**src/rtl/dom_assign_pkg.sv**
```systemverilog
package dom_assign_pkg;
  localparam int FIELD_W = 16;
  localparam int DOM_W   = 4;

  typedef struct packed {
    logic load;     // store write-port fields into the addressed descriptor
    logic capture;  // register a transaction result
  } strobe_t;
endpackage

```
**src/rtl/dom_assign_dp.sv**
```systemverilog
module dom_assign_dp
  import dom_assign_pkg::*;
#(
  parameter int NUM_DESC = 8,
  parameter int MATCH_W  = 8,
  parameter int IDX_W    = 3,
  parameter logic [DOM_W-1:0] DFLT_DOM = 4'hF
) (
  input  logic               clk,
  input  logic               rstN,
  input  strobe_t            stb,
  input  logic [IDX_W-1:0]   wrIdx,
  input  logic               wrEnable,
  input  logic [FIELD_W-1:0] wrMatch,
  input  logic [FIELD_W-1:0] wrMask,
  input  logic [DOM_W-1:0]   wrDomain,
  input  logic               wrSecure,
  input  logic               wrPriv,
  input  logic               wrLock,
  output logic [NUM_DESC-1:0] lockVec,
  input  logic [IDX_W-1:0]   rdIdx,
  output logic               rdEnable,
  output logic [FIELD_W-1:0] rdMatch,
  output logic [FIELD_W-1:0] rdMask,
  output logic [DOM_W-1:0]   rdDomain,
  output logic               rdSecure,
  output logic               rdPriv,
  output logic               rdLock,
  input  logic [FIELD_W-1:0] txnMatch,
  output logic               outValid,
  output logic [DOM_W-1:0]   outDomain,
  output logic               outNonsecure,
  output logic               outPriv,
  output logic               outMiss
);
  localparam int MW_EFF = (MATCH_W > 0) ? MATCH_W : 1;

  logic [NUM_DESC-1:0] enVec;
  logic [NUM_DESC-1:0] secVec;
  logic [NUM_DESC-1:0] privVec;
  logic [NUM_DESC-1:0] hitVec;
  logic [MW_EFF-1:0]   descMatch [NUM_DESC];
  logic [MW_EFF-1:0]   descMask  [NUM_DESC];
  logic [DOM_W-1:0]    descDom   [NUM_DESC];

  // descriptor storage and per-descriptor comparators
  for (genvar i = 0; i < NUM_DESC; i++) begin : g_desc
    logic selWr;
    assign selWr = stb.load && (wrIdx == IDX_W'(i));

    always_ff @(posedge clk or negedge rstN) begin
      if (!rstN) begin
        enVec[i]     <= 1'b0;
        secVec[i]    <= 1'b0;
        privVec[i]   <= 1'b0;
        lockVec[i]   <= 1'b0;
        descMatch[i] <= '0;
        descMask[i]  <= '0;
        descDom[i]   <= '0;
      end else if (selWr) begin
        enVec[i]     <= wrEnable;
        secVec[i]    <= wrSecure;
        privVec[i]   <= wrPriv;
        lockVec[i]   <= wrLock;
        descMatch[i] <= (MATCH_W > 0) ? wrMatch[MW_EFF-1:0] : '0;
        descMask[i]  <= (MATCH_W > 0) ? wrMask[MW_EFF-1:0]  : '0;
        descDom[i]   <= wrDomain;
      end
    end

    if (MATCH_W == 0) begin : g_zero
      assign hitVec[i] = enVec[i];
    end else begin : g_cmp
      logic [MW_EFF-1:0] diff;
      assign diff      = (txnMatch[MW_EFF-1:0] ^ descMatch[i]) & ~descMask[i];
      assign hitVec[i] = enVec[i] && (diff == '0);
    end

    // a locked descriptor keeps every field until reset
    AST_LOCK_FROZEN: assert property (@(posedge clk) disable iff (!rstN)
      lockVec[i] |=> (lockVec[i] && $stable(descMatch[i]) && $stable(descMask[i])
                      && $stable(descDom[i]) && $stable(enVec[i])));
  end

  // lowest index wins
  logic [IDX_W-1:0] winIdx;
  logic             anyHit;
  always_comb begin
    winIdx = '0;
    anyHit = 1'b0;
    for (int i = NUM_DESC - 1; i >= 0; i--) begin
      if (hitVec[i]) begin
        winIdx = IDX_W'(i);
        anyHit = 1'b1;
      end
    end
  end

  // read port
  logic rdInRange;
  assign rdInRange = (32'(rdIdx) < NUM_DESC);
  always_comb begin
    rdEnable = 1'b0;
    rdMatch  = '0;
    rdMask   = '0;
    rdDomain = '0;
    rdSecure = 1'b0;
    rdPriv   = 1'b0;
    rdLock   = 1'b0;
    for (int i = 0; i < NUM_DESC; i++) begin
      if (rdInRange && rdIdx == IDX_W'(i)) begin
        rdEnable = enVec[i];
        rdDomain = descDom[i];
        rdSecure = secVec[i];
        rdPriv   = privVec[i];
        rdLock   = lockVec[i];
        if (MATCH_W > 0) begin
          rdMatch = FIELD_W'(descMatch[i]);
          rdMask  = FIELD_W'(descMask[i]);
        end
      end
    end
  end

  // registered result
  always_ff @(posedge clk or negedge rstN) begin
    if (!rstN) begin
      outValid     <= 1'b0;
      outDomain    <= DFLT_DOM;
      outNonsecure <= 1'b1;
      outPriv      <= 1'b0;
      outMiss      <= 1'b0;
    end else begin
      outValid <= stb.capture;
      if (stb.capture) begin
        if (anyHit) begin
          outDomain    <= descDom[winIdx];
          outNonsecure <= ~secVec[winIdx];
          outPriv      <= privVec[winIdx];
          outMiss      <= 1'b0;
        end else begin
          outDomain    <= DFLT_DOM;
          outNonsecure <= 1'b1;
          outPriv      <= 1'b0;
          outMiss      <= 1'b1;
        end
      end
    end
  end

  AST_VALID_NEXT: assert property (@(posedge clk) disable iff (!rstN)
    stb.capture |=> outValid);

  AST_IDLE_NO_VALID: assert property (@(posedge clk) disable iff (!rstN)
    !stb.capture |=> !outValid);

  AST_MISS_DEFAULT: assert property (@(posedge clk) disable iff (!rstN)
    (outValid && outMiss) |-> (outNonsecure && !outPriv && outDomain == DFLT_DOM));

  AST_DISABLED_SILENT: assert property (@(posedge clk) disable iff (!rstN)
    (stb.capture && enVec == '0) |=> outMiss);

  AST_ALL_ONES_HIT: assert property (@(posedge clk) disable iff (!rstN)
    (stb.capture && enVec[0] && (&descMask[0]))
      |=> (!outMiss && outDomain == $past(descDom[0])));

  if (MATCH_W == 0) begin : g_zero_chk
    AST_ZERO_W_HIT: assert property (@(posedge clk) disable iff (!rstN)
      (stb.capture && enVec != '0) |=> !outMiss);
  end
endmodule

```
**src/rtl/dom_assign_ctrl.sv**
```systemverilog
module dom_assign_ctrl
  import dom_assign_pkg::*;
#(
  parameter int NUM_DESC = 8,
  parameter int IDX_W    = 3
) (
  input  logic                clk,
  input  logic                rstN,
  input  logic                wrEn,
  input  logic [IDX_W-1:0]    wrIdx,
  input  logic                txnValid,
  input  logic [NUM_DESC-1:0] lockVec,
  output strobe_t             stb,
  output logic                wrErr
);
  logic inRange;
  logic lockSel;

  assign inRange = (32'(wrIdx) < NUM_DESC);

  always_comb begin
    lockSel = 1'b0;
    for (int i = 0; i < NUM_DESC; i++) begin
      if (wrIdx == IDX_W'(i)) lockSel = lockVec[i];
    end
  end

  assign stb.load    = wrEn && inRange && !lockSel;
  assign stb.capture = txnValid;

  always_ff @(posedge clk or negedge rstN) begin
    if (!rstN) wrErr <= 1'b0;
    else       wrErr <= wrEn && inRange && lockSel;
  end

  AST_ERR_NEEDS_WRITE: assert property (@(posedge clk) disable iff (!rstN)
    wrErr |-> $past(wrEn));

  AST_NO_LOAD_LOCKED: assert property (@(posedge clk) disable iff (!rstN)
    (wrEn && lockSel) |-> !stb.load);
endmodule

```
**src/rtl/dom_assign_top.sv**
```systemverilog
module dom_assign_top
  import dom_assign_pkg::*;
#(
  parameter int NUM_DESC = 8,
  parameter int MATCH_W  = 8,
  parameter int IDX_W    = (NUM_DESC > 1) ? $clog2(NUM_DESC) : 1,
  parameter logic [3:0] DFLT_DOM = 4'hF
) (
  input  logic             clk,
  input  logic             rstN,
  input  logic             wrEn,
  input  logic [IDX_W-1:0] wrIdx,
  input  logic             wrEnable,
  input  logic [15:0]      wrMatch,
  input  logic [15:0]      wrMask,
  input  logic [3:0]       wrDomain,
  input  logic             wrSecure,
  input  logic             wrPriv,
  input  logic             wrLock,
  output logic             wrErr,
  input  logic [IDX_W-1:0] rdIdx,
  output logic             rdEnable,
  output logic [15:0]      rdMatch,
  output logic [15:0]      rdMask,
  output logic [3:0]       rdDomain,
  output logic             rdSecure,
  output logic             rdPriv,
  output logic             rdLock,
  input  logic             txnValid,
  input  logic [15:0]      txnMatch,
  output logic             outValid,
  output logic [3:0]       outDomain,
  output logic             outNonsecure,
  output logic             outPriv,
  output logic             outMiss
);
  strobe_t             stb;
  logic [NUM_DESC-1:0] lockVec;

  dom_assign_ctrl #(.NUM_DESC(NUM_DESC), .IDX_W(IDX_W)) u_ctrl (
    .clk(clk), .rstN(rstN), .wrEn(wrEn), .wrIdx(wrIdx), .txnValid(txnValid),
    .lockVec(lockVec), .stb(stb), .wrErr(wrErr)
  );

  dom_assign_dp #(.NUM_DESC(NUM_DESC), .MATCH_W(MATCH_W), .IDX_W(IDX_W),
                  .DFLT_DOM(DFLT_DOM)) u_dp (
    .clk(clk), .rstN(rstN), .stb(stb), .wrIdx(wrIdx), .wrEnable(wrEnable),
    .wrMatch(wrMatch), .wrMask(wrMask), .wrDomain(wrDomain), .wrSecure(wrSecure),
    .wrPriv(wrPriv), .wrLock(wrLock), .lockVec(lockVec), .rdIdx(rdIdx),
    .rdEnable(rdEnable), .rdMatch(rdMatch), .rdMask(rdMask), .rdDomain(rdDomain),
    .rdSecure(rdSecure), .rdPriv(rdPriv), .rdLock(rdLock), .txnMatch(txnMatch),
    .outValid(outValid), .outDomain(outDomain), .outNonsecure(outNonsecure),
    .outPriv(outPriv), .outMiss(outMiss)
  );

  AST_ERR_ONE_SHOT: assert property (@(posedge clk) disable iff (!rstN)
    (!wrEn) |=> !wrErr);
endmodule

```
**config.mk**
```make
export PLATFORM = sky130hd
export DESIGN_NAME = dom_assign_top
export DESIGN_NICKNAME = d
export VERILOG_FILES = /design/src/rtl/dom_assign_pkg.sv /design/src/rtl/dom_assign_dp.sv /design/src/rtl/dom_assign_ctrl.sv /design/src/rtl/dom_assign_top.sv
export SDC_FILE = /design/constraint.sdc
export NUM_CORES = 1
export LEC_CHECK = 0
export ABC_AREA = 1
export ABC_CLOCK_PERIOD_IN_PS = 2380
export BUFFER_PORTS_ARGS = -buffer_cell sky130_fd_sc_hd__buf_4
export CAP_MARGIN = 0
export CORE_MARGIN = 8
export CORE_UTILIZATION = 55
export CTS_CLUSTER_SIZE = 8
export DETAILED_ROUTE_END_ITERATION = 8
export PLACE_DENSITY = 0.76
export SLEW_MARGIN = 10
export SYNTH_ARGS = -nofsm -noshare
export SYNTH_HDL_FRONTEND = slang
export SYNTH_HIERARCHICAL = 1
export SYNTH_SLANG_ARGS = --single-unit
export TNS_END_PERCENT = 1
```
**constraint.sdc**
```tcl
create_clock -name clk -period 2.38 [get_ports clk]
set_input_delay 0.357 -clock clk [delete_from_list [all_inputs] [get_ports clk]]
set_output_delay 0.357 -clock clk [all_outputs]
set_load 0.02 [all_outputs]
```
# ---- Word level (Yosys, flattened, before mapping)
# Index checks and enable logic that the tools add are counted.
dict set report classes {
  n_mux 91
  n_bitwise 26
  magnitude_cmp 2
  n_eq_ne 14
  n_reduce_logical 29
}
# cell n
set op_table {}
lappend op_table {{$mux W8} 16}
lappend op_table {{$and A8 B8 Y8} 8}
lappend op_table {{$logic_not A8 Y1} 8}
lappend op_table {{$not A8 Y8} 8}
lappend op_table {{$xor A8 B8 Y8} 8}
lappend op_table {{$mux W1} 53}
lappend op_table {{$mux W4} 11}
lappend op_table {{$eq A3 B3 Y1 const B} 8}
lappend op_table {{$mux W3} 8}
lappend op_table {{$logic_and A1 B1 Y1} 18}
lappend op_table {{$bmux W4 S3} 1}
lappend op_table {{$eq A3 B2 Y1 const B} 4}
lappend op_table {{$bmux W1 S3} 2}
lappend op_table {{$eq A3 B1 Y1 const B} 2}
lappend op_table {{$logic_not A3 Y1} 2}
lappend op_table {{$ge A4 B4 Y1 const B} 1}
lappend op_table {{$lt A3 B4 Y1 const B} 1}
lappend op_table {{$not A3 Y4} 1}
lappend op_table {{$logic_not A1 Y1} 1}
lappend op_table {{$not A1 Y1} 1}
dict set report totals {
  word_cells 224
  reg_bits 201
  inputBits 66
  output_inout_bits 49
}

# ---- Depth between registers and ports, before layout
# Gate-level depths: netlist of run 1.
dict set report depth {
  depth_word 17
  ltp_mapped 22
  depth_no_buf 21
}

# ---- Cells and area by module
# Netlist of run 1, hierarchy kept.
# module area_per_inst_um2 cells_each instances seq_area_each_um2
set modules_own_cells {}
lappend modules_own_cells {dom_assign_dp 10283.6 1337 1 5011.1}
lappend modules_own_cells {dom_assign_ctrl 121.4 22 1 25.0}

# ---- Least setup slack after synthesis of run 1
# OpenSTA, ideal clock, no wires.
dict set report synth_timing {
  kind {input port to output port}
  start {input port rdIdx[0]}
  end {output port rdDomain[2]}
  cell_stages 6
  t_arrival_ns 1.926
  t_required_ns 2.023
  path_buffers 2
  setup_slack_ns 0.097
  cell_sequence {clkbuf_1 -> inv_1 -> nor3_1 -> clkbuf_1 -> nand2_1 -> a41oi_1}
}
dict set report synth_via {
  elab_chain_len 9
  word_cells_on_any_way 16
  classes_between {7 x eq/ne; 8 x mux; 1 x reduce/logical}
}
# element line_no
set synth_lines {}
lappend synth_lines {{from (decl)} dom_assign_top.sv:21} ;# input logic [IDX_W-1:0] rdIdx,
lappend synth_lines {{$logic_not A3 Y1} dom_assign_dp.sv:111} ;# if (rdInRange && rdIdx == IDX_W'(i)) begin
lappend synth_lines {{$mux W4 (7 in a row)} dom_assign_dp.sv:111}
lappend synth_lines {{$mux W4 (*)} dom_assign_dp.sv:111}
lappend synth_lines {{to (decl)} dom_assign_top.sv:25} ;# output logic [3:0] rdDomain,
# Mark *: on every way between the ends. The rest lies on a longest branch, timed or not.

# ---- Final worst setup path of run 1
dict set report layout_timing {
  start {register u_dp/descMatch[54] in the netlist's numbering}
  end {output port rdMatch[6]}
}
dict set report layout_via {
  elab_chain_len 7
}
# element line_no
set layout_lines {}
lappend layout_lines {{from (decl)} dom_assign_dp.sv:42} ;# logic [MW_EFF-1:0] descMatch [NUM_DESC];
lappend layout_lines {{from (signal, indexed assignment)} dom_assign_dp.sv:65} ;# descMatch[i] <= (MATCH_W > 0) ? wrMatch[MW_EFF-1:0] : '0;
lappend layout_lines {{$mux W8 (7 in a row)} dom_assign_dp.sv:111}
lappend layout_lines {{to (decl)} dom_assign_top.sv:23} ;# output logic [15:0] rdMatch,
# No other way between the ends.

==> results of run 1 <==
metal layers:
metal,vias up,wire length (um)
met1,4772,13600
met4,0,978
met2,573,14400
met5,-,0
met3,78,4010
li1,4628,-
flip-flops by register name, summed over array words and instances, names as in the netlist:
register / flops
u_dp/outMiss: 1
u_dp/privVec: 8
u_dp/descDom: 32
u_dp/enVec: 8
u_dp/outValid: 1
u_dp/descMask: 64
u_dp/outPriv: 1
u_ctrl/wrErr: 1
u_dp/outNonsecure: 1
u_dp/secVec: 8
u_dp/descMatch: 64
u_dp/outDomain: 4
u_dp/lockVec: 8
layout by cell type, fill, tap and decap left out, types with 3 or more instances in the layout:
cell	instances
nor2_2	5
a21oi_1	64
inv_1	125
o22ai_1	7
nand4_1	13
o2111ai_1	20
o21ai_1	5
o21ai_0	234
nand2_2	3
xnor2_1	9
dfstp_2	5
clkbuf_16	29
a221oi_1	9
nand3_1	86
nor2_1	49
o221ai_1	4
nand3b_1	6
dfrtp_1	196
conb_1	16
inv_2	7
nor3_2	6
buf_4	114
clkbuf_1	13
nand2_1	396
buf_12	13
report_power, final:
group	internal, W	leakage (nW)	total [W]	switching [W]
clock	0.00220	0.377	0.00364	0.00144
sequential	0.00427	2.51	0.00494	0.000675
combinational	0.00114	3.00	0.00293	0.00180
total	0.00760	5.88	0.0115	0.00391
path summary, 6_finish.rpt:
check | startpoint | to | cells past startpoint
max in group asynchronous | rstN | u_dp/outNonsecure$_DFFE_PN1P_ | 3
hold / removal | wrMask[7] | u_dp/descMask[7]$_DFFE_PN0P_ | 3
min in group asynchronous | rstN | u_dp/descMask[29]$_DFFE_PN0P_ | 2
setup reg to reg | u_dp/descMatch[5]$_DFFE_PN0P_ | u_dp/outPriv$_DFFE_PN0P_ | 20
hold reg to reg | u_dp/outNonsecure$_DFFE_PN1P_ | u_dp/outNonsecure$_DFFE_PN1P_ | 2
setup / recovery | u_dp/descMatch[54]$_DFFE_PN0P_ | rdMatch[6] | 7
kinds of logic after synthesis:
family,after synthesis,synth area share
simple gates,572,0.229
flops,201,0.484
other cells,1,0.000360
xor+xnor,9,0.00758
buf+inv,224,0.0938
compound gates,352,0.185
through the flow:
stage               instance area, um^2   util
floorplan                         10500      -
global placement                  11400  0.614
detailed placement                11400  0.614
CTS                               12300  0.657
global route                      12300  0.659
finish                            12300  0.659
repair_timing:
item / 4_1_cts / 5_1_grt
hold buffers: 2 / 0
buffers inserted: 0 / 0
endpoints found under the setup margin: 0 / 8
endpoints found under the hold margin: 52 / 0
resized for setup: 0 / 8
worst max-delay path: cells and delay by family, from the launching register on:
family                 cells  cell delay, ns
flip-flops                 1            0.40
buffers and inverters      2            0.31
AO/OA/AOI/OAI              5            0.76
layout make-up:
cell class                 instances  area share
clock inverter                     1    0.000713
sequential                       201       0.410
tap                              234      0.0238
multi-input combinational        949       0.365
timing repair buffer             131      0.0946
inverter                         136      0.0421
clock buffer                      42      0.0631
==> summary.txt, run 1 <==
STA
  • F_max: between 0.4 and 0.5 GHz
  • Hold Vio Cnt, Final: 0
  • Min Tclk post-route: approximately 2.4 ns
  • Rel. slew slack: 0.632
  • Pins Over Slew Limit: 0
  • Setup WS post-layout: between 0.005 and 0.006 ns
  • Final hold slack: 0.0348 ns
  • RSZ-0062 raised after global routing: true
  • Period utilization: 0.998
  • Clock Skews: 0.0234 ns
  • Final-report setup violation count: 0
  • Setup TNS: 0 ns
  • Worst Tran Pin Value: between 0.5 and 0.6 ns

Layout
  • Synthesis-to-finish area growth: 18.0%
  • Nets: 1514
  • Multi-input gate area: about 4500 um^2
  • Share of layout cells above drive strength 1: 0.136
  • FF+latch area: 5040 um^2
  • Post-route insts no fill: roughly 1700
  • # diodes: 0
  • FILL cells: ~1600

Global route
  • M2 GR Usage: 0.419
  • Pin count of the biggest net entering global routing: 59
  • GR peak layer: met2
  • Initial antenna violation count: 0
  • Total GRT Usage: 0.280
  • Met1 usage: 0.396
  • Vias in the first global route: ~9600
  • First-pass GRT wire length: 52800 um
  • GR Overflow Total: 0
  • GRT met3 Usage: 0.0608

Die
  • # rows: 50
  • Initial Utilization: 0.558
  • Num ports: about 120
  • Placeable Area: around 19000 um^2
  • DIE HEIGHT: roughly 150 um
  • Die area: 23600 um^2
  • Die X: between 150 and 200 um

Power
  • Power density cells: about 940 nW/um^2
  • Pleak: 5.88 nW
  • Peak supply drop: 0.464 mV
  • Power Total: approximately 0.012 W

Worst setup path
  • Crit start category: flop
  • Crit-path cells: inv_1 > o22ai_1 > a21oi_1 > o21ai_0 > a21oi_1 > o2111ai_2 > buf_4
  • Critical path class: flop to output pin
  • CP required: about 2.0 ns
  • Crit Path Max Fanout: 3
  • CP max stage delay: around 0.4 ns
  • Setup crit end kind: output pin
  • R2R Setup Slk: 0.18 ns
  • Critical path arrival: about 2.0 ns
  • Slowest stage cell on the critical path: dfrtp_1
  • CP most frequent cell: a21oi_1

Job
  • Max Cap Viol: 0

Clock tree
  • CTS max path bufs: 3
  • Clk_lat worst skew: 0.54 ns
  • Root Buffer: clkbuf_16
  • Clock slew at reported path FFs: approximately 0.05 ns
  • Sink Count: about 200
  • H-tree Lvls: 1
  • CTS Buf Count: 29
  • CTS tree: done

Yosys
  • Yosys warning total: 6
  • Area contributors post-synth: dfrtp_1 (47%), nand2_1 (14%), o21ai_0 (11%), inv_1 (4.5%), nand3_1 (4.1%)
  • Post-synth EDFFs: 0
  • Count of cell types in the netlist: 38
  • Yosys top cell area share: 0.471
  • Post-synth top flop: dfrtp_1
  • Syn Inst Count: around 1400
  • Sequential area share after synthesis: 0.484
  • Cell taking the most area after synthesis: dfrtp_1
  • Count leader, synth: nand2_1
  • Synth Cell Area: 10400 um^2
  • Top post-synthesis cells by count: nand2_1 (396), o21ai_0 (235), dfrtp_1 (196)
  • Synth Register Bits: between 200 and 250
  • Average size of a mapped cell: roughly 7.7 um^2
  • Post-synth ARST share: 1.00

Route
  • Remaining DRCs: 0
  • Post-Route WL: approximately 33000 um
  • 1st-pass router iterations: 7
  • Routed Antenna Nets: 0
  • Iteration-0 DRC Markers: 1282
  • Wirelength per Cell: slightly below 20 um
  • DR vias: between 10000 and 15000
  • Vias per cell: 5.93

Place
  • Port bufs: 74
  • DP Cell Count: approximately 1600
  • Pre-CTS setup slack: around 0.046 ns
  • GPL Wtd Cong: between 0.9 and 1
  • Detailed placer's ending HPWL: between 20000 and 25000 um

Hold path
  • Hold WC Path Type: input port to flop

Run status
  • Status: finished clean
Power figures use the tool's default switching activity.
==> run 2, diff against run 1 <==
--- a/config.mk
+++ b/config.mk
@@ -5,15 +5,17 @@
 export SDC_FILE = /design/constraint.sdc
 export NUM_CORES = 1
 export LEC_CHECK = 0
-export ABC_AREA = 1
 export ABC_CLOCK_PERIOD_IN_PS = 2380
 export BUFFER_PORTS_ARGS = -buffer_cell sky130_fd_sc_hd__buf_4
 export CAP_MARGIN = 0
+export CELL_PAD_IN_SITES_DETAIL_PLACEMENT = 2
+export CELL_PAD_IN_SITES_GLOBAL_PLACEMENT = 2
 export CORE_MARGIN = 8
-export CORE_UTILIZATION = 55
+export CORE_UTILIZATION = 40
 export CTS_CLUSTER_SIZE = 8
 export DETAILED_ROUTE_END_ITERATION = 8
-export PLACE_DENSITY = 0.76
+export PLACE_DENSITY_LB_ADDON = 0.1
+export RECOVER_POWER = 25
 export SLEW_MARGIN = 10
 export SYNTH_ARGS = -nofsm -noshare
 export SYNTH_HDL_FRONTEND = slang
==> run 2 against run 1 <==
  * The flow now finishes with violations (capacitance limit, slew limit, setup timing)
  * Setup slack lost 0.18 ns
  * Area after synthesis is 5.3% higher
  * Register-to-register slack got worse by 0.36 ns
  * Fmax is 7.1% lower
  * Sequential power increased by 9.1%
  * Wire length grew 23%
  * Clock power is 2% higher
  * Worst hold slack improved by 0.072 ns
  * Clock skew fell by 0.014 ns
  * Critical path depth rose by 4
==> summary.txt, run 2 <==
Worst setup path
  • Setup crit end kind: flop
  • Critical path class: flop to flop
  • Crit Path Max Fanout: 5
  • CP required: ~2.8 ns
  • Crit start category: flop
  • R2R Setup Slk: -0.18 ns
  • Critical Path Source: u_dp/descMatch[45]$_DFFE_PN0P_
  • Crit-path cells: xnor2_2 > o22ai_1 > buf_4 > nor3_2 > o211ai_2 > buf_4 > and2_4 > nor2b_4 > a21o_1 > a221o_1 > o32a_1
  • CP max stage delay: roughly 0.4 ns
  • Worst Reg-to-Reg Cells: 11
  • Slowest stage cell on the critical path: dfrtp_1
  • Worst path buffer plus inverter count: 2
  • RR Endpoint: u_dp/outDomain[2]$_DFFE_PN1P_
  • Family with the most delay on the worst path: compound AO/OA/AOI/OAI gates
  • Critical path arrival: roughly 3 ns
  • CP most frequent cell: buf_4
  • Reg-to-reg startpoint: u_dp/descMatch[45]$_DFFE_PN0P_

Layout
  • Largest regs: u_dp/descMask x64, u_dp/descMatch x64, u_dp/descDom x32
  • Share of layout cells above drive strength 1: 0.460
  • Commonest non-fill, non-tap cell in the layout: dfrtp_1
  • Nets: approximately 1200
  • # diodes: 0
  • Synthesis-to-finish area growth: 27.3%
  • FILL cells: roughly 2700
  • Most frequent cells in the layout: dfrtp_1 (194), buf_4 (193), mux2_2 (192), xnor2_1 (52), nand2_1 (43)
  • Post-route cell area: about 14000 um^2

Route
  • Post-Route WL: between 40000 and 50000 um
  • Remaining DRCs: 0
  • Iteration-0 DRC Markers: around 380
  • DR vias: 8542
  • 1st-pass router iterations: 4
  • Routed Antenna Nets: 0
  • Vias per cell: a little under 6
  • Wirelength per Cell: ~28 um

Hold path
  • Hold endpoint: u_dp/descDom[27]$_DFFE_PN0P_
  • Hold WC Path Type: input port to flop
  • HP Start: wrDomain[3]
  • Hold depth: 2

STA
  • Period utilization: 1.07
  • Setup WS post-layout: -0.177 ns
  • Min Tclk post-route: between 2 and 3 ns
  • Hold Vio Cnt, Final: 0
  • RSZ-0062 raised after global routing: true
  • Clock Skews: roughly 0.0096 ns
  • Rel. slew slack: -0.0994
  • Pins Over Slew Limit: 56
  • F_max: a little under 0.4 GHz
  • Final-report setup violation count: 13
  • Worst Tran Pin Value: around 1.6 ns

Yosys
  • Yosys warning total: 6
  • Count leader, synth: dfrtp_1
  • Post-synth top flop: dfrtp_1
  • Synth Cell Area: approximately 11000 um^2
  • Synth Register Bits: 201
  • Cell taking the most area after synthesis: dfrtp_1
  • Sequential area share after synthesis: 0.460
  • Top post-synthesis cells by count: dfrtp_1 (196), mux2_2 (193), xnor2_1 (59)
  • Post-synth EDFFs: 0
  • Syn Inst Count: 930
  • Post-synth ARST share: 1.00
  • Average size of a mapped cell: 11.8 um^2
  • Area contributors post-synth: dfrtp_1 (45%), mux2_2 (20%), xnor2_1 (4.7%), mux2i_1 (3.4%), mux4_2 (2.5%)
  • Count of cell types in the netlist: 61
  • Yosys top cell area share: 0.448

Global route
  • First-pass GRT wire length: 62300 um
  • Initial antenna violation count: 0
  • GR Overflow Total: 0
  • Total GRT Usage: 0.246
  • Vias in the first global route: 9846
  • Pin count of the biggest net entering global routing: 57

Place
  • Pre-CTS setup slack: -0.344 ns
  • Port bufs: 74
  • Cell Area, Placed: between 10000 and 15000 um^2
  • GPL Wtd Cong: about 0.84
  • Detailed placer's ending HPWL: around 28000 um

Clock tree
  • Sink Count: ~200
  • CTS tree: done
  • H-tree Lvls: 1
  • CTS max path bufs: 3
  • CTS Buf Count: 29
  • Clock slew at reported path FFs: about 0.05 ns
  • Clk_lat worst skew: roughly 0.53 ns
  • Root Buffer: clkbuf_16

Die
  • Die X: between 150 and 200 um
  • Num ports: about 120
  • Die area: approximately 33000 um^2
  • Placeable Area: about 27000 um^2
  • DIE HEIGHT: between 150 and 200 um
  • # rows: 60
  • Initial Utilization: 0.407

Power
  • Power density cells: 999 nW/um^2
  • Pleak: roughly 6.1 nW
  • Peak supply drop: roughly 0.53 mV
  • Power Total: between 0.01 and 0.015 W

Job
  • Max Cap Viol: 1

Run status
  • Violated checks: capacitance limit, slew limit, setup timing
  • Status: complete, but fails checks
## run 2: changes by cell type in the layout (fill, tap and decap cells not counted), sizes merged, moves of 20 or more
cell	change
mux2i	+37
o22ai	+21
nand2	-355
a22o	+20
a21oi	-34
xnor2	+54
nand3	-86
o2111ai	-22
o21ai	-205
mux2	+200
inv	-117
buf	+91
## run 2: worst max-delay path by stage
stage                                          to  slack [ns]  depth (start not counted)
floorplan            u_dp/descDom[20]$_DFFE_PN0P_       -0.07                          8
global placement    u_dp/outDomain[3]$_DFFE_PN1P_       -0.33                          9
detailed placement  u_dp/outDomain[2]$_DFFE_PN1P_       -0.34                         11
CTS                                    rdMatch[0]       -0.19                         10
global route                           rdMatch[3]       -0.31                         10
finish              u_dp/outDomain[2]$_DFFE_PN1P_       -0.18                         11
## run 2: layout make-up
type,instances,area [um^2],share of cell area
Sequential cell,201,5040,0.361
Inverter,17,63.8,0.00458
Multi-Input combinational cell,649,5740,0.411
Timing Repair Buffer,224,1890,0.136
Tap cell,341,427,0.0306
Clock buffer,43,788,0.0565
## run 2: metal layers
layer	global-route usage	part of all wire
met5	0	0
met4	0.0974	0.045
met3	0.0355	0.042
met2	0.427	0.50
met1	0.304	0.42
## run 2: repair_timing
action | CTS | global route
resized for setup | 24 | 28
hold buffers | 1 | 0
endpoints found under the hold margin | 51 | 0
setup buffers | 5 | 3
pin swaps | 14 | 7
endpoints found under the setup margin | 22 | 76
## run 2: where the power goes
part | switching [W] | internal [W]
Clock | 0.00149 | 0.00223
Combinational | 0.00227 | 0.00256
Sequential | 0.000951 | 0.00444
Total | 0.00471 | 0.00923
## run 2: worst register-to-register path: cells and delay by family (launching register included)
| family | cells | cell delay [ns] |
|---|---|---|
| flops | 1 | 0.40 |
| buf+inv | 2 | 0.34 |
| xor+xnor | 1 | 0.16 |
| simple gates | 3 | 0.49 |
| compound gates | 5 | 1.08 |
## run 2: cell families (layout without fill, tap and decap cells)
logic type / after synthesis / in the layout / share of synthesized area
compound gates: 185 / 185 / 0.118
xor+xnor: 64 / 64 / 0.0539
buf+inv: 95 / 284 / 0.0438
flops: 201 / 201 / 0.460
mux: 249 / 249 / 0.264
other cells: 1 / 16 / 0.000342
simple gates: 135 / 135 / 0.0605
## run 2: per-stage QoR
step                instances  setup TNS (ns)  hold WS (ns)   util
floorplan                 945           -4.50        0.0614      -
global placement         1423           -3.31         0.388  0.478
detailed placement       1423           -6.18         0.384  0.478
CTS                      1472           -1.65        0.0142  0.513
global route             1475           -3.03         0.109  0.518
finish                   1475           -1.39         0.107  0.518
==> run 3, diff against run 2 <==
--- a/config.mk
+++ b/config.mk
@@ -6,19 +6,18 @@
 export NUM_CORES = 1
 export LEC_CHECK = 0
 export ABC_CLOCK_PERIOD_IN_PS = 2380
-export BUFFER_PORTS_ARGS = -buffer_cell sky130_fd_sc_hd__buf_4
 export CAP_MARGIN = 0
 export CELL_PAD_IN_SITES_DETAIL_PLACEMENT = 2
 export CELL_PAD_IN_SITES_GLOBAL_PLACEMENT = 2
 export CORE_MARGIN = 8
-export CORE_UTILIZATION = 40
+export CORE_UTILIZATION = 25
 export CTS_CLUSTER_SIZE = 8
 export DETAILED_ROUTE_END_ITERATION = 8
+export DONT_BUFFER_PORTS = 1
 export PLACE_DENSITY_LB_ADDON = 0.1
 export RECOVER_POWER = 25
 export SLEW_MARGIN = 10
 export SYNTH_ARGS = -nofsm -noshare
 export SYNTH_HDL_FRONTEND = slang
-export SYNTH_HIERARCHICAL = 1
 export SYNTH_SLANG_ARGS = --single-unit
 export TNS_END_PERCENT = 1
==> run 3 against run 2 <==
  * The run ends with hold timing, setup timing left
  * Final cell count grew 10%
  * Sequential power up 10%
  * Non-clock buffer count fell by 22
  * Global-route usage fell by 7.6 points
  * Flip-flop and latch count unchanged
  * Fmax shrank 2.4%
  * Register-to-register slack got worse by 0.06 ns
  * Cell area down 0.51%
  * Area after synthesis is 2.7% lower
  * Highest routed layer unchanged
  * Sequential share of layout area rose by 0.19 points
  * Clock power is 5.9% higher
==> summary.txt, run 3 <==
Run status
  • Status: complete, but fails checks
  • Violated checks: hold timing, setup timing

Die
  • Die X: about 220 um
  • Die area: just under 50000 um^2
  • Placeable Area: around 42000 um^2
  • DIE HEIGHT: between 200 and 250 um
  • Num ports: ~120
  • Initial Utilization: 0.254
  • # rows: 75

Yosys
  • Cell taking the most area after synthesis: dfrtp_1
  • Top post-synthesis cells by count: dfrtp_1 (196), mux2_2 (147), nand2_1 (66)
  • Area contributors post-synth: dfrtp_1 (46%), mux2_2 (16%), xnor2_1 (5.2%), mux2i_1 (5.1%), mux2_1 (4.5%)
  • Post-synth top flop: dfrtp_1
  • Post-synth EDFFs: 0
  • Count of cell types in the netlist: 52
  • Syn Inst Count: 903
  • Synth Cell Area: 10700 um^2
  • Post-synth ARST share: 1.00
  • Yosys warning total: 0
  • Average size of a mapped cell: 11.8 um^2
  • Count leader, synth: dfrtp_1
  • Yosys top cell area share: 0.460
  • Synth Register Bits: 201
  • Sequential area share after synthesis: 0.472

Route
  • Vias per cell: 4.91
  • Routed Antenna Nets: 0
  • Remaining DRCs: 0
  • DR vias: roughly 8000
  • 1st-pass router iterations: 4
  • Post-Route WL: 42400 um
  • Iteration-0 DRC Markers: 243
  • Wirelength per Cell: between 20 and 30 um

STA
  • Final-report setup violation count: 7
  • Min Tclk post-route: roughly 2.6 ns
  • Setup WS post-layout: -0.239 ns
  • RSZ-0062 raised after global routing: true
  • Hold Vio Cnt, Final: between 200 and 250
  • F_max: 0.382 GHz
  • Period utilization: 1.10
  • Clock Skews: 0.0187 ns
  • Final hold slack: -0.513 ns
  • Pins Over Slew Limit: 0

Clock tree
  • H-tree Lvls: 1
  • CTS Buf Count: 29
  • Clock slew at reported path FFs: around 0.06 ns
  • CTS tree: done
  • Clk_lat worst skew: between 0.5 and 0.6 ns
  • Hold buffer count at CTS: 27
  • Sink Count: 201
  • Root Buffer: clkbuf_16
  • CTS max path bufs: 3

Power
  • Pleak: a little under 6 nW
  • Power density cells: ~1200 nW/um^2
  • Peak supply drop: roughly 0.48 mV

Worst setup path
  • Crit Path Max Fanout: 20
  • CP required: about 2.9 ns
  • Setup crit end kind: flop
  • CP max stage delay: roughly 0.42 ns
  • Critical path arrival: ~3.1 ns
  • Slowest stage cell on the critical path: or3_4
  • R2R Setup Slk: -0.24 ns
  • Crit start category: flop
  • Crit. path cell count: 10
  • RR Endpoint: u_dp.outDomain[1]$_DFFE_PN1P_
  • Critical path class: flop to flop
  • Family with the most delay on the worst path: compound AO/OA/AOI/OAI gates
  • Worst path buffer plus inverter count: 1
  • Reg-to-reg startpoint: u_dp.descMatch[8]$_DFFE_PN0P_
  • Crit path to: u_dp.outDomain[1]$_DFFE_PN1P_
  • Worst Reg-to-Reg Cells: 10
  • Crit-path cells: xnor2_2 > o22ai_2 > or3_4 > nor3_4 > o211ai_4 > a21oi_4 > buf_12 > mux2i_1 > mux2_4 > a221oi_2
  • Critical Path Source: u_dp.descMatch[8]$_DFFE_PN0P_

Place
  • Detailed placer's ending HPWL: about 28000 um
  • GPL Wtd Cong: between 0.7 and 0.8
  • Port bufs: 0
  • Cell Area, Placed: roughly 13000 um^2

Layout
  • Post-route cell area: ~14000 um^2
  • Synthesis-to-finish area growth: 30.1%
  • Commonest non-fill, non-tap cell in the layout: dfrtp_1
  • Post-layout util: 0.330
  • Share of layout cells above drive strength 1: 0.386
  • Most frequent cells in the layout: dfrtp_1 (194), buf_4 (160), mux2_2 (144), nand2_1 (63), mux2i_1 (54)
  • Nets: 1143
  • Largest regs: u_dp.descMask x64, u_dp.descMatch x64, u_dp.descDom x32
  • FILL cells: ~4500

Job
  • Max Cap Viol: 0

Global route
  • GR Overflow Total: 0
  • Vias in the first global route: between 8000 and 9000
  • Pin count of the biggest net entering global routing: approximately 200
  • Initial antenna violation count: 1
  • Total GRT Usage: 0.170
  • First-pass GRT wire length: approximately 63000 um

Hold path
  • Hold WC Path Type: input port to async pin
## run 3: worst min-delay path by stage
stage,startpoint,end,slack [ns],cells past startpoint
final,rstN,u_dp.descDom[28]$_DFFE_PN0P_,-0.51,0
after CTS,rstN,u_dp.descMatch[28]$_DFFE_PN0P_,-0.54,0
after floorplan,rstN,u_ctrl.wrErr$_DFF_PN0_,0.06,0
after global placement,rstN,u_dp.descDom[4]$_DFFE_PN0P_,0.07,0
after detailed placement,rstN,u_dp.descDom[12]$_DFFE_PN0P_,0.07,0
after global routing,rstN,u_dp.descDom[12]$_DFFE_PN0P_,-0.55,0
## run 3: final cells by class
type	instances	area [um^2]	share of cell area
timing repair buffer	202	1760	0.127
multi-input combinational	638	5560	0.401
clock inverter	2	50.0	0.00361
clock buffer	40	767	0.0553
inverter	5	18.8	0.00135
sequential	201	5040	0.363
antenna	1	2.50	0.000180
tap	539	674	0.0486
## run 3: what timing repair did
action | 4_1_cts | 5_1_grt
pin swaps | 9 | 7
setup endpoints to repair | 11 | 54
buffers inserted | 2 | 0
resized for setup | 31 | 11
cloned | 0 | 0
endpoints found under the hold margin | 399 | 201
## run 3: metrics by stage
step	setup TNS (ns)	instances	hold slack (ns)	setup slack, ns	total power (W)
2_1_floorplan	-6.24	918	0.0614	-0.123	0.00919
3_3_place_gp	-3.19	1556	0.0738	-0.643	0.0118
3_5_place_dp	-3.48	1556	0.0740	-0.741	0.0120
4_1_cts	-1.67	1627	-0.544	-0.275	0.0164
5_1_grt	-2.53	1628	-0.547	-0.393	0.0171
6_report	-1.37	1628	-0.513	-0.239	0.0161
## run 3: logic make-up (layout without fill, tap and decap cells)
logic type,Yosys count,after routing,synth area share
and+or+nand+nor,143,143,0.0602
muxes,253,253,0.270
buffers and inverters,79,249,0.0394
AOI/OAI and AO/OA,162,162,0.105
other,1,17,0.000352
xor gates and xnor gates,64,64,0.0532
DFF,201,201,0.472
## run 3: where the power goes
group	internal (W)	switching, W
combinational	0.00358	0.00267
clock	0.00231	0.00162
sequential	0.00476	0.00118
total	0.0107	0.00547
## run 3: per-layer routing
layer / global-route usage / up-vias / share of wire
met5: 0 / - / 0
met4: 0.0523 / 0 / 0.031
met3: 0.0269 / 64 / 0.033
li1: - / 3597 / -
met2: 0.290 / 126 / 0.49
met1: 0.218 / 4200 / 0.44
## run 3: worst register-to-register path, delay by kind of cell, from the launching register on
family / cells / cell delay (ns)
AND/OR/NAND/NOR: 2 / 0.63
multiplexers: 2 / 0.40
buffers and inverters: 1 / 0.21
flip-flops: 1 / 0.41
XOR/XNOR: 1 / 0.21
AO/OA/AOI/OAI: 4 / 0.65
